===== src/rtl/frame_addr_pkg.sv =====
package frame_addr_pkg;

   localparam int DEF_ADDR_W = 20;
   localparam int DEF_LVL_W  = 5;
   localparam int DEF_OFS_W  = 9;

   typedef enum logic [1:0] {
      FLT_NONE  = 2'b00,
      FLT_BOUND = 2'b01,
      FLT_CARRY = 2'b10,
      FLT_BOTH  = 2'b11
   } flt_cause_t;

endpackage


===== src/rtl/frame_regfile.sv =====
module frame_regfile
   import frame_addr_pkg::*;
#(
   parameter int ADDR_W    = DEF_ADDR_W,
   parameter int LVL_W     = DEF_LVL_W,
   parameter int OFS_W     = DEF_OFS_W,
   parameter bit WR_BYPASS = 1'b1
) (
   input  logic              clk,
   input  logic              rst_n,
   input  logic              wr_en,
   input  logic [LVL_W-1:0]  wr_lvl,
   input  logic [ADDR_W-1:0] wr_base,
   input  logic [OFS_W:0]    wr_len,
   input  logic [LVL_W-1:0]  rd_lvl,
   output logic [ADDR_W-1:0] rd_base,
   output logic [OFS_W:0]    rd_len
);

   localparam int NUM_LVL = 1 << LVL_W;
   localparam int LEN_W   = OFS_W + 1;

   logic [ADDR_W-1:0] base_q [NUM_LVL];
   logic [LEN_W-1:0]  len_q  [NUM_LVL];

   // one storage entry per lexical level
   for (genvar g = 0; g < NUM_LVL; g++) begin : g_entry
      logic sel;
      assign sel = wr_en && (wr_lvl == LVL_W'(g));
      always_ff @(posedge clk or negedge rst_n) begin
         if (!rst_n) begin
            base_q[g] <= '0;
            len_q[g]  <= '0;
         end else if (sel) begin
            base_q[g] <= wr_base;
            len_q[g]  <= wr_len;
         end
      end
   end

   // read port: optional forwarding of a same-cycle write
   if (WR_BYPASS) begin : g_fwd
      logic hit;
      assign hit     = wr_en && (wr_lvl == rd_lvl);
      assign rd_base = hit ? wr_base : base_q[rd_lvl];
      assign rd_len  = hit ? wr_len  : len_q[rd_lvl];
   end else begin : g_nofwd
      assign rd_base = base_q[rd_lvl];
      assign rd_len  = len_q[rd_lvl];
   end


   wr_commit_chk: assert property (@(posedge clk) disable iff (!rst_n)
      wr_en |=> (base_q[$past(wr_lvl)] == $past(wr_base))
             && (len_q[$past(wr_lvl)] == $past(wr_len)));


   fwd_hit_chk: assert property (@(posedge clk) disable iff (!rst_n)
      (WR_BYPASS && wr_en && (wr_lvl == rd_lvl)) |-> (rd_base == wr_base));

endmodule


===== src/rtl/frame_addr_calc.sv =====
module frame_addr_calc
   import frame_addr_pkg::*;
#(
   parameter int ADDR_W = DEF_ADDR_W,
   parameter int OFS_W  = DEF_OFS_W
) (
   input  logic [ADDR_W-1:0] base,
   input  logic [OFS_W:0]    len,
   input  logic [OFS_W-1:0]  ofs,
   output logic [ADDR_W-1:0] addr,
   output logic              fault
);

   localparam int SUM_W = ADDR_W + 1;

   logic [SUM_W-1:0] sum;
   flt_cause_t       cause;

   assign sum  = {1'b0, base} + SUM_W'(ofs);
   assign addr = sum[ADDR_W-1:0];

   always_comb begin
      cause = flt_cause_t'({sum[ADDR_W], ({1'b0, ofs} >= len)});
   end

   assign fault = (cause != FLT_NONE);

endmodule


===== src/rtl/frame_base_addr_unit.sv =====
module frame_base_addr_unit
   import frame_addr_pkg::*;
#(
   parameter int ADDR_W    = DEF_ADDR_W,
   parameter int LVL_W     = DEF_LVL_W,
   parameter int OFS_W     = DEF_OFS_W,
   parameter bit WR_BYPASS = 1'b1
) (
   input  logic                     clk,
   input  logic                     rst_n,
   input  logic                     req_vld,
   input  logic [LVL_W+OFS_W-1:0]   req_couple,
   input  logic                     wr_en,
   input  logic [LVL_W-1:0]         wr_lvl,
   input  logic [ADDR_W-1:0]        wr_base,
   input  logic [OFS_W:0]           wr_len,
   output logic                     out_vld,
   output logic [ADDR_W-1:0]        out_addr,
   output logic                     out_fault
);

   localparam int COUPLE_W = LVL_W + OFS_W;

   initial begin
      assert (ADDR_W > OFS_W) else $error("frame base narrower than offset");
      assert (LVL_W >= 1 && LVL_W <= 8) else $error("level width out of range");
      assert (OFS_W >= 1) else $error("offset width out of range");
   end

   logic [LVL_W-1:0]  req_lvl;
   logic [OFS_W-1:0]  req_ofs;
   logic [ADDR_W-1:0] sel_base;
   logic [OFS_W:0]    sel_len;
   logic [ADDR_W-1:0] calc_addr;
   logic              calc_fault;

   assign req_lvl = req_couple[COUPLE_W-1:OFS_W];
   assign req_ofs = req_couple[OFS_W-1:0];

   frame_regfile #(
      .ADDR_W    (ADDR_W),
      .LVL_W     (LVL_W),
      .OFS_W     (OFS_W),
      .WR_BYPASS (WR_BYPASS)
   ) regs_i (
      .clk     (clk),
      .rst_n   (rst_n),
      .wr_en   (wr_en),
      .wr_lvl  (wr_lvl),
      .wr_base (wr_base),
      .wr_len  (wr_len),
      .rd_lvl  (req_lvl),
      .rd_base (sel_base),
      .rd_len  (sel_len)
   );

   frame_addr_calc #(
      .ADDR_W (ADDR_W),
      .OFS_W  (OFS_W)
   ) calc_i (
      .base  (sel_base),
      .len   (sel_len),
      .ofs   (req_ofs),
      .addr  (calc_addr),
      .fault (calc_fault)
   );

   always_ff @(posedge clk or negedge rst_n) begin
      if (!rst_n) begin
         out_vld   <= 1'b0;
         out_addr  <= '0;
         out_fault <= 1'b0;
      end else begin
         out_vld   <= req_vld;
         out_fault <= req_vld & calc_fault;
         if (req_vld) out_addr <= calc_addr;
      end
   end


   vld_follow_chk: assert property (@(posedge clk) disable iff (!rst_n)
      req_vld |=> out_vld);


   vld_idle_chk: assert property (@(posedge clk) disable iff (!rst_n)
      !req_vld |=> (!out_vld && $stable(out_addr)));


   fault_qual_chk: assert property (@(posedge clk) disable iff (!rst_n)
      !out_vld |-> !out_fault);


   bound_flag_chk: assert property (@(posedge clk) disable iff (!rst_n)
      (req_vld && ({1'b0, req_ofs} >= sel_len)) |=> out_fault);


   no_wrap_chk: assert property (@(posedge clk) disable iff (!rst_n)
      (req_vld && !calc_fault) |=> (out_addr >= $past(sel_base)));

endmodule


===== config.mk =====
export PLATFORM = sky130hd
export DESIGN_NAME = frame_base_addr_unit
export DESIGN_NICKNAME = d
export VERILOG_FILES = /design/src/rtl/frame_addr_pkg.sv /design/src/rtl/frame_regfile.sv /design/src/rtl/frame_addr_calc.sv /design/src/rtl/frame_base_addr_unit.sv
export SDC_FILE = /design/constraint.sdc
export NUM_CORES = 1
export LEC_CHECK = 0
export BUFFER_PORTS_ARGS = -buffer_cell sky130_fd_sc_hd__buf_2
export CORE_MARGIN = 2
export CORE_UTILIZATION = 65
export CTS_BUF_LIST = sky130_fd_sc_hd__clkbuf_8
export DETAILED_ROUTE_END_ITERATION = 6
export GPL_TIMING_DRIVEN = 0
export PLACE_DENSITY_LB_ADDON = 0.08
export SLEW_MARGIN = 10
export SYNTH_ARGS = -nofsm -noshare
export SYNTH_HDL_FRONTEND = slang
export SYNTH_HIERARCHICAL = 1
export SYNTH_SLANG_ARGS = --single-unit

===== constraint.sdc =====
create_clock -name clk -period 3.8 [get_ports clk]
set_clock_uncertainty 0.2 [all_clocks]
set_input_delay 0.76 -clock clk [delete_from_list [all_inputs] [get_ports clk]]
set_output_delay 0.76 -clock clk [all_outputs]
set_load 0.05 [all_outputs]

==> results of run 1 <==
## timing repair
item	CTS	global route
hold endpoints to repair	86	0
pin swaps	1	1
setup endpoints to repair	15	14
hold buffers	2	0
resized for setup	29	37
buffers inserted	1	0
cloned	0	0
## synth_stat cells (7+ instances only)
cell type / instances
mux4_2: 241
o21ai_0: 7
mux2i_1: 31
nand3_1: 7
xnor2_1: 20
a21oi_1: 7
inv_1: 17
o2bb2ai_1: 29
ha_1: 18
mux2_2: 988
mux2_4: 19
nor2_1: 21
o22ai_1: 87
a211o_1: 29
buf_4: 23
buf_2: 76
dfrtp_1: 982
clkbuf_1: 167
nand2_1: 25
buf_1: 14
## logic make-up (layout without fill, tap and decap cells)
logic type	Yosys count	in the layout	share of synthesized area, %
adders and majority gates	19	19	0.5412
and+or+nand+nor	96	96	1.085
other	0	2	0
muxes	1280	1280	37.87
AOI/OAI and AO/OA	183	183	2.927
buffers and inverters	301	660	2.938
DFF	982	982	54.23
xor gates and xnor gates	21	21	0.4059
## cells in the final DEF (no fill, tap or decap), types with 8 or more instances in the layout
cell type | Yosys | final
inv_1 | 17 | 70
nand2_1 | 25 | 25
xnor2_1 | 20 | 20
clkbuf_4 | 1 | 14
buf_1 | 14 | 14
buf_2 | 76 | 125
clkbuf_8 | 0 | 195
buf_4 | 23 | 14
mux2_2 | 988 | 988
a211o_1 | 29 | 29
ha_1 | 18 | 18
mux2i_1 | 31 | 27
mux4_2 | 241 | 241
buf_16 | 0 | 8
clkbuf_1 | 167 | 144
clkinv_2 | 0 | 17
dfrtp_1 | 982 | 982
o2bb2ai_1 | 29 | 29
clkbuf_2 | 1 | 14
nor2_1 | 21 | 21
o22ai_1 | 87 | 82
buf_6 | 2 | 20
mux2_4 | 19 | 19
## critical path, cell delays in order
cell	delay (ps)
clkbuf_4	280
buf_4	280
buf_2	360
mux4_2	370
mux2i_2	370
a211o_1	190
o2bb2ai_1	100
ha_1	400
and3_4	250
nand2_1	90
a21oi_4	270
o2111ai_2	180
xnor2_1	190
mux2_4	290
## power breakdown
| group | total [mW] | switching [mW] | internal [mW] |
|---|---|---|---|
| Combinational | 5.46 | 2.51 | 2.95 |
| Sequential | 13.6 | 1.04 | 12.5 |
| Clock | 9.30 | 4.24 | 5.05 |
| Total | 28.3 | 7.79 | 20.5 |
## per-layer routing
| layer | vias up | part of all wire [%] |
|---|---|---|
| met5 | - | 0.088 |
| met4 | 2 | 3.2 |
| met3 | 244 | 10 |
| met2 | 1282 | 45 |
| met1 | 14930 | 42 |
| li1 | 11260 | - |
## through the flow
step,hold WS [ps],utilization (%),cells,cell area (µm²)
final,72.68,73.53,4174,50610
after global routing,54.52,73.53,4174,50610
after CTS,15.99,73.39,4172,50510
after detailed placement,283.9,68.50,3886,47150
after global placement,259.7,68.16,3878,46920
after floorplan,245.3,-,2882,45420
## flip-flops by register name, indices dropped and copies added (netlist names)
register       flops
out_addr          20
out_fault          1
out_vld            1
regs_i/len_q     320
regs_i/base_q    640
## cell type report
class | instances | area, µm²
Timing Repair Buffer | 76 | 583.1
Antenna cell | 2 | 5.005
Buffer | 283 | 1451
Clock buffer | 195 | 2684
Sequential cell | 982 | 24570
Tap cell | 931 | 1165
Inverter | 17 | 63.81
Multi-Input combinational cell | 1599 | 19500
Clock inverter | 89 | 579.3
Fill cell | 4298 | 18220
## worst max-delay path by stage
stage,startpoint,end,slack (ps)
floorplan,req_couple[9],out_addr[8],-30
global placement,rst_n,regs_i/base_q[12],-17660
detailed placement,req_couple[10],out_fault,-1570
CTS,req_couple[11],out_addr[7],4
global route,req_couple[12],out_addr[7],-30
finish,req_couple[10],out_addr[19],-100
==> impl_metrics.ini, run 1 <==
[layout]
fin_nets = 3191
synthesis_to_finish_area_growth_pct = 11.68
post_route_cells_drive_above_1_share_pct = 52.58

[sta]
timing.fmax_mhz = 256.6
setup-tns-final_ps = -443.1
timing_worst_slew_pin_value_ps = 1118
worst_slew_margin_rel_pct = 24.81
setup_viol = 8
period_minus_slack_ps = 3898
min_period_over_period_pct = 102.6
hold_viol = 0
timing.final.ws_setup_ps = -97.58
final_number_of_max_transition_violations = 0

[global_routing]
grt-ovfl-total = 0
grt_use_met2_pct = 51.80
gr-usage-met3_pct = 10.69
grt_pass1_wl_mm = 184.5
grt_pass1_vias = 29210
antenna_found_initial = 4
grt_use_total_pct = 35.68
grt_start_max_net_pins = 125
groute.layer.met1.usage_pct = 51.60
grt_most_used_layer = met2

[drt]
detail_route.wirelength_mm = 123.4
via_per_inst = 6.641
first_pass_iters = 7
via_count = 27720
drt_first_iter_violations = 2913
antenna_violating_nets_post_route = 0
drc_errors = 1
routedWlPerCell_um = 29.56

[clock_tree]
max_buffers_root_to_sink = 3
tritoncts = built
num_clock_sinks = 982
tritoncts.num_buffers = 160
htree_num_levels = 4
cts.reportedPaths.clkPinSlew_ps = 60
cts.root.buffer_cell = clkbuf_8
clkLatencyLatePin_ps = 830

[worst_setup_path]
timing.critical_path.fanout_max = 10
critical_path.reg2reg.endpoint = out_addr[19]
crit_type = input port to flop
worst_setup_path_end_kind = flop
timing.rr.start = regs_i/base_q[1]
crit_arrival_ps = 4400
regToRegSetupSlack_ps = 140
reg2reg_depth = 11
launching_element_type_of_the_critical_path = input port
worst_ep_required_time_ps = 4300

[job]
cap_viol_max_count = 0

[synth]
yosysSeqAreaShare_pct = 54.23
ys.flop_type = dfrtp_1
async_reset_ff_share_pct = 100.0
ys_warn_count = 6
postSynthAreaPerCell_um2 = 15.72
synthTopCellsByArea = dfrtp_1 (54%), mux2_2 (25%), mux4_2 (12%)
synth_enable_flop_cells = 0
cell_area_after_synthesis_um2 = 45310
synth_seq_cells = 982
synth_cell_type_count = 58
synth_top_area_share_pct = 54.23
synthCells = 2882
yosys.area.top_type = dfrtp_1
synth.net_count = 2954

[power_and_ir_drop]
power_density_nw_per_um2 = 559.7
leakage_nw = 23.10
irDropWorstVdd_uv = 351.7
design_power_total_mw = 28.33

[floorplanning]
start_util_pct = 65.84
boundaryPins = 75
core_region_area_um2 = 68830
placement_rows = 96
die_x_um = 268.0
design.die.area_um2 = 71840
die_height_um = 268.0

[place]
finalWeightedCongestion = 0.9440
dpl_worst_slack_ps = -1568
io_buffers = 65
detailedPlacementHpwl_mm = 88.48

[hold_path]
min-delay-path-class = input port to flop
worst_hold_path.endpoint = regs_i/len_q[5]
depth_of_the_worst_hold_timing_path = 2
hold_start = wr_len[5]

[run_status]
status = complete, but fails checks
failed_checks = DRC, setup timing
No activity file was read; power rests on OpenSTA's default activity.
==> inputs of run 2 (changes only) <==
--- a/config.mk
+++ b/config.mk
@@ -12,6 +12,7 @@
 export DETAILED_ROUTE_END_ITERATION = 6
 export GPL_TIMING_DRIVEN = 0
 export PLACE_DENSITY_LB_ADDON = 0.08
+export RECOVER_POWER = 100
 export SLEW_MARGIN = 10
 export SYNTH_ARGS = -nofsm -noshare
 export SYNTH_HDL_FRONTEND = slang
==> impl_metrics.ini, run 2 (same netlist as run 1, synthesis figures left out) <==
[clock_tree]
tritoncts = built
cts.reportedPaths.clkPinSlew_ps = 60
tritoncts.num_buffers = 160
clkLatencyLatePin_ps = 840
htree_num_levels = 4
num_clock_sinks = 982
max_buffers_root_to_sink = 3
cts.root.buffer_cell = clkbuf_8

[global_routing]
grt-ovfl-total = 0
grt_start_max_net_pins = 125
antenna_found_initial = 4
grt_pass1_vias = 29210
grt_use_total_pct = 35.68
grt_pass1_wl_mm = 184.5

[floorplanning]
design.die.area_um2 = 71840
core_region_area_um2 = 68830
placement_rows = 96
die_x_um = 268.0
boundaryPins = 75
start_util_pct = 65.84
die_height_um = 268.0

[sta]
timing.final.ws_setup_ps = -55.29
period_minus_slack_ps = 3855
final.hold.worst_slack_ps = 62.91
hold_viol = 0
timing.fmax_mhz = 259.4
setup_viol = 6
setup-tns-final_ps = -134.1
timing_worst_slew_pin_value_ps = 1605
worst_slew_margin_rel_pct = -6.986
min_period_over_period_pct = 101.5
final_number_of_max_transition_violations = 121

[power_and_ir_drop]
irDropWorstVdd_uv = 351.8
design_power_total_mw = 28.29
power_density_nw_per_um2 = 560.9
leakage_nw = 22.81

[worst_setup_path]
worst_setup_path_end_kind = flop
critical_path.reg2reg.endpoint = out_addr[19]
worst_setup_path_startpoint = req_couple[10]
crit_type = input port to flop
timing.critical_path.to = out_addr[19]
regToRegSetupSlack_ps = 160
timing.rr.start = regs_i/base_q[1]
timing.critical_path.fanout_max = 10
reg2reg_depth = 11
crit_arrival_ps = 4370
launching_element_type_of_the_critical_path = input port
worst_ep_required_time_ps = 4310

[place]
finalWeightedCongestion = 0.9440
dpl.cell_count = 3886
io_buffers = 65
detailedPlacementHpwl_mm = 88.48

[drt]
detail_route.wirelength_mm = 123.5
drc_errors = 0
antenna_violating_nets_post_route = 0
first_pass_iters = 7
drt_first_iter_violations = 2870
routedWlPerCell_um = 29.59
via_count = 27700
via_per_inst = 6.636

[hold_path]
depth_of_the_worst_hold_timing_path = 2
min-delay-path-class = input port to flop

[layout]
regMostFlops = regs_i/base_q
largestRegisters = regs_i/base_q: 640 flops, regs_i/len_q: 320 flops, out_addr: 20 flops
most_used_cells_in_the_layout_excluding_fill_and_tap_cells = mux2_2 (988), dfrtp_1 (982), mux4_2 (241), clkbuf_1 (226), clkbuf_8 (195)
n_fill_cell = 4353
post_route_cells_drive_above_1_share_pct = 50.39
final_cells = 4174
synthesis_to_finish_area_growth_pct = 11.32
mostFrequentLayoutCell = mux2_2
fin_nets = 3191
largest_register_ff_count = 640

[run_status]
failed_checks = capacitance limit, slew limit, setup timing
status = complete, but fails checks

[job]
cap_viol_max_count = 1
==> run 2: cell count changes in the layout (fill, tap and decap cells not counted), sizes merged <==
cell	previous run	this run
buf	185	103
clkbuf	367	449
==> run 2: area by class of cell <==
cell class,count,area [µm²],share of cell area [%]
diodes,2,5.005,0.009922
plain buffers,283,1394,2.763
clock buffers,195,2684,5.321
clock inverters,89,579.3,1.149
inverters,17,63.81,0.1265
multi-input cells,1599,19490,38.64
flip-flops and latches,982,24570,48.72
well taps,931,1165,2.309
repair buffers,76,485.5,0.9625
==> run 2: repair_timing <==
item / 4_1_cts / 5_1_grt
gates resized for setup: 29 / 37
hold buffers: 2 / 0
setup buffers: 1 / 0
endpoints found under the setup margin: 15 / 14
endpoints found under the hold margin: 86 / 0
pin swaps: 1 / 1
==> run 2: critical path, cell delays in order <==
cell	delay, ps
clkbuf_4	270
buf_4	280
buf_2	360
mux4_2	370
mux2i_2	360
a211o_1	190
o2bb2ai_1	90
ha_1	390
and3_4	250
nand2_1	90
a21oi_4	270
o2111ai_2	180
xnor2_1	190
mux2_4	290
==> run 2: power breakdown <==
part | switching, mW | internal, mW
clock network | 4.24 | 5.05
registers | 1.05 | 12.5
logic | 2.51 | 2.92
total | 7.79 | 20.5
==> run 2: worst min-delay path by stage <==
stage	from	to	slack (ps)
finish	wr_len[5]	regs_i/len_q[5]	60
global route	wr_len[5]	regs_i/len_q[5]	50
CTS	wr_base[13]	regs_i/base_q[53]	20
detailed placement	regs_i/base_q[238]	regs_i/base_q[238]	280
global placement	regs_i/base_q[238]	regs_i/base_q[238]	260
floorplan	regs_i/base_q[158]	regs_i/base_q[158]	250
==> run 2: metrics by stage <==
step	worst slack, ps	util [%]	area, µm²
floorplan	-30.46	-	45420
global placement	-17660	68.16	46920
detailed placement	-1568	68.50	47150
CTS	3.970	73.39	50510
global route	-30.93	73.29	50440
finish	-55.29	73.29	50440
==> run 2: metal layers <==
layer / vias to the layer above / track usage (%) / part of all wire, %
met4: 2 / 13.11 / 3.1
met5: - / 1.014 / 0.088
met1: 14950 / 51.60 / 42
met2: 1232 / 51.80 / 45
met3: 239 / 10.69 / 9.7
li1: 11270 / - / -
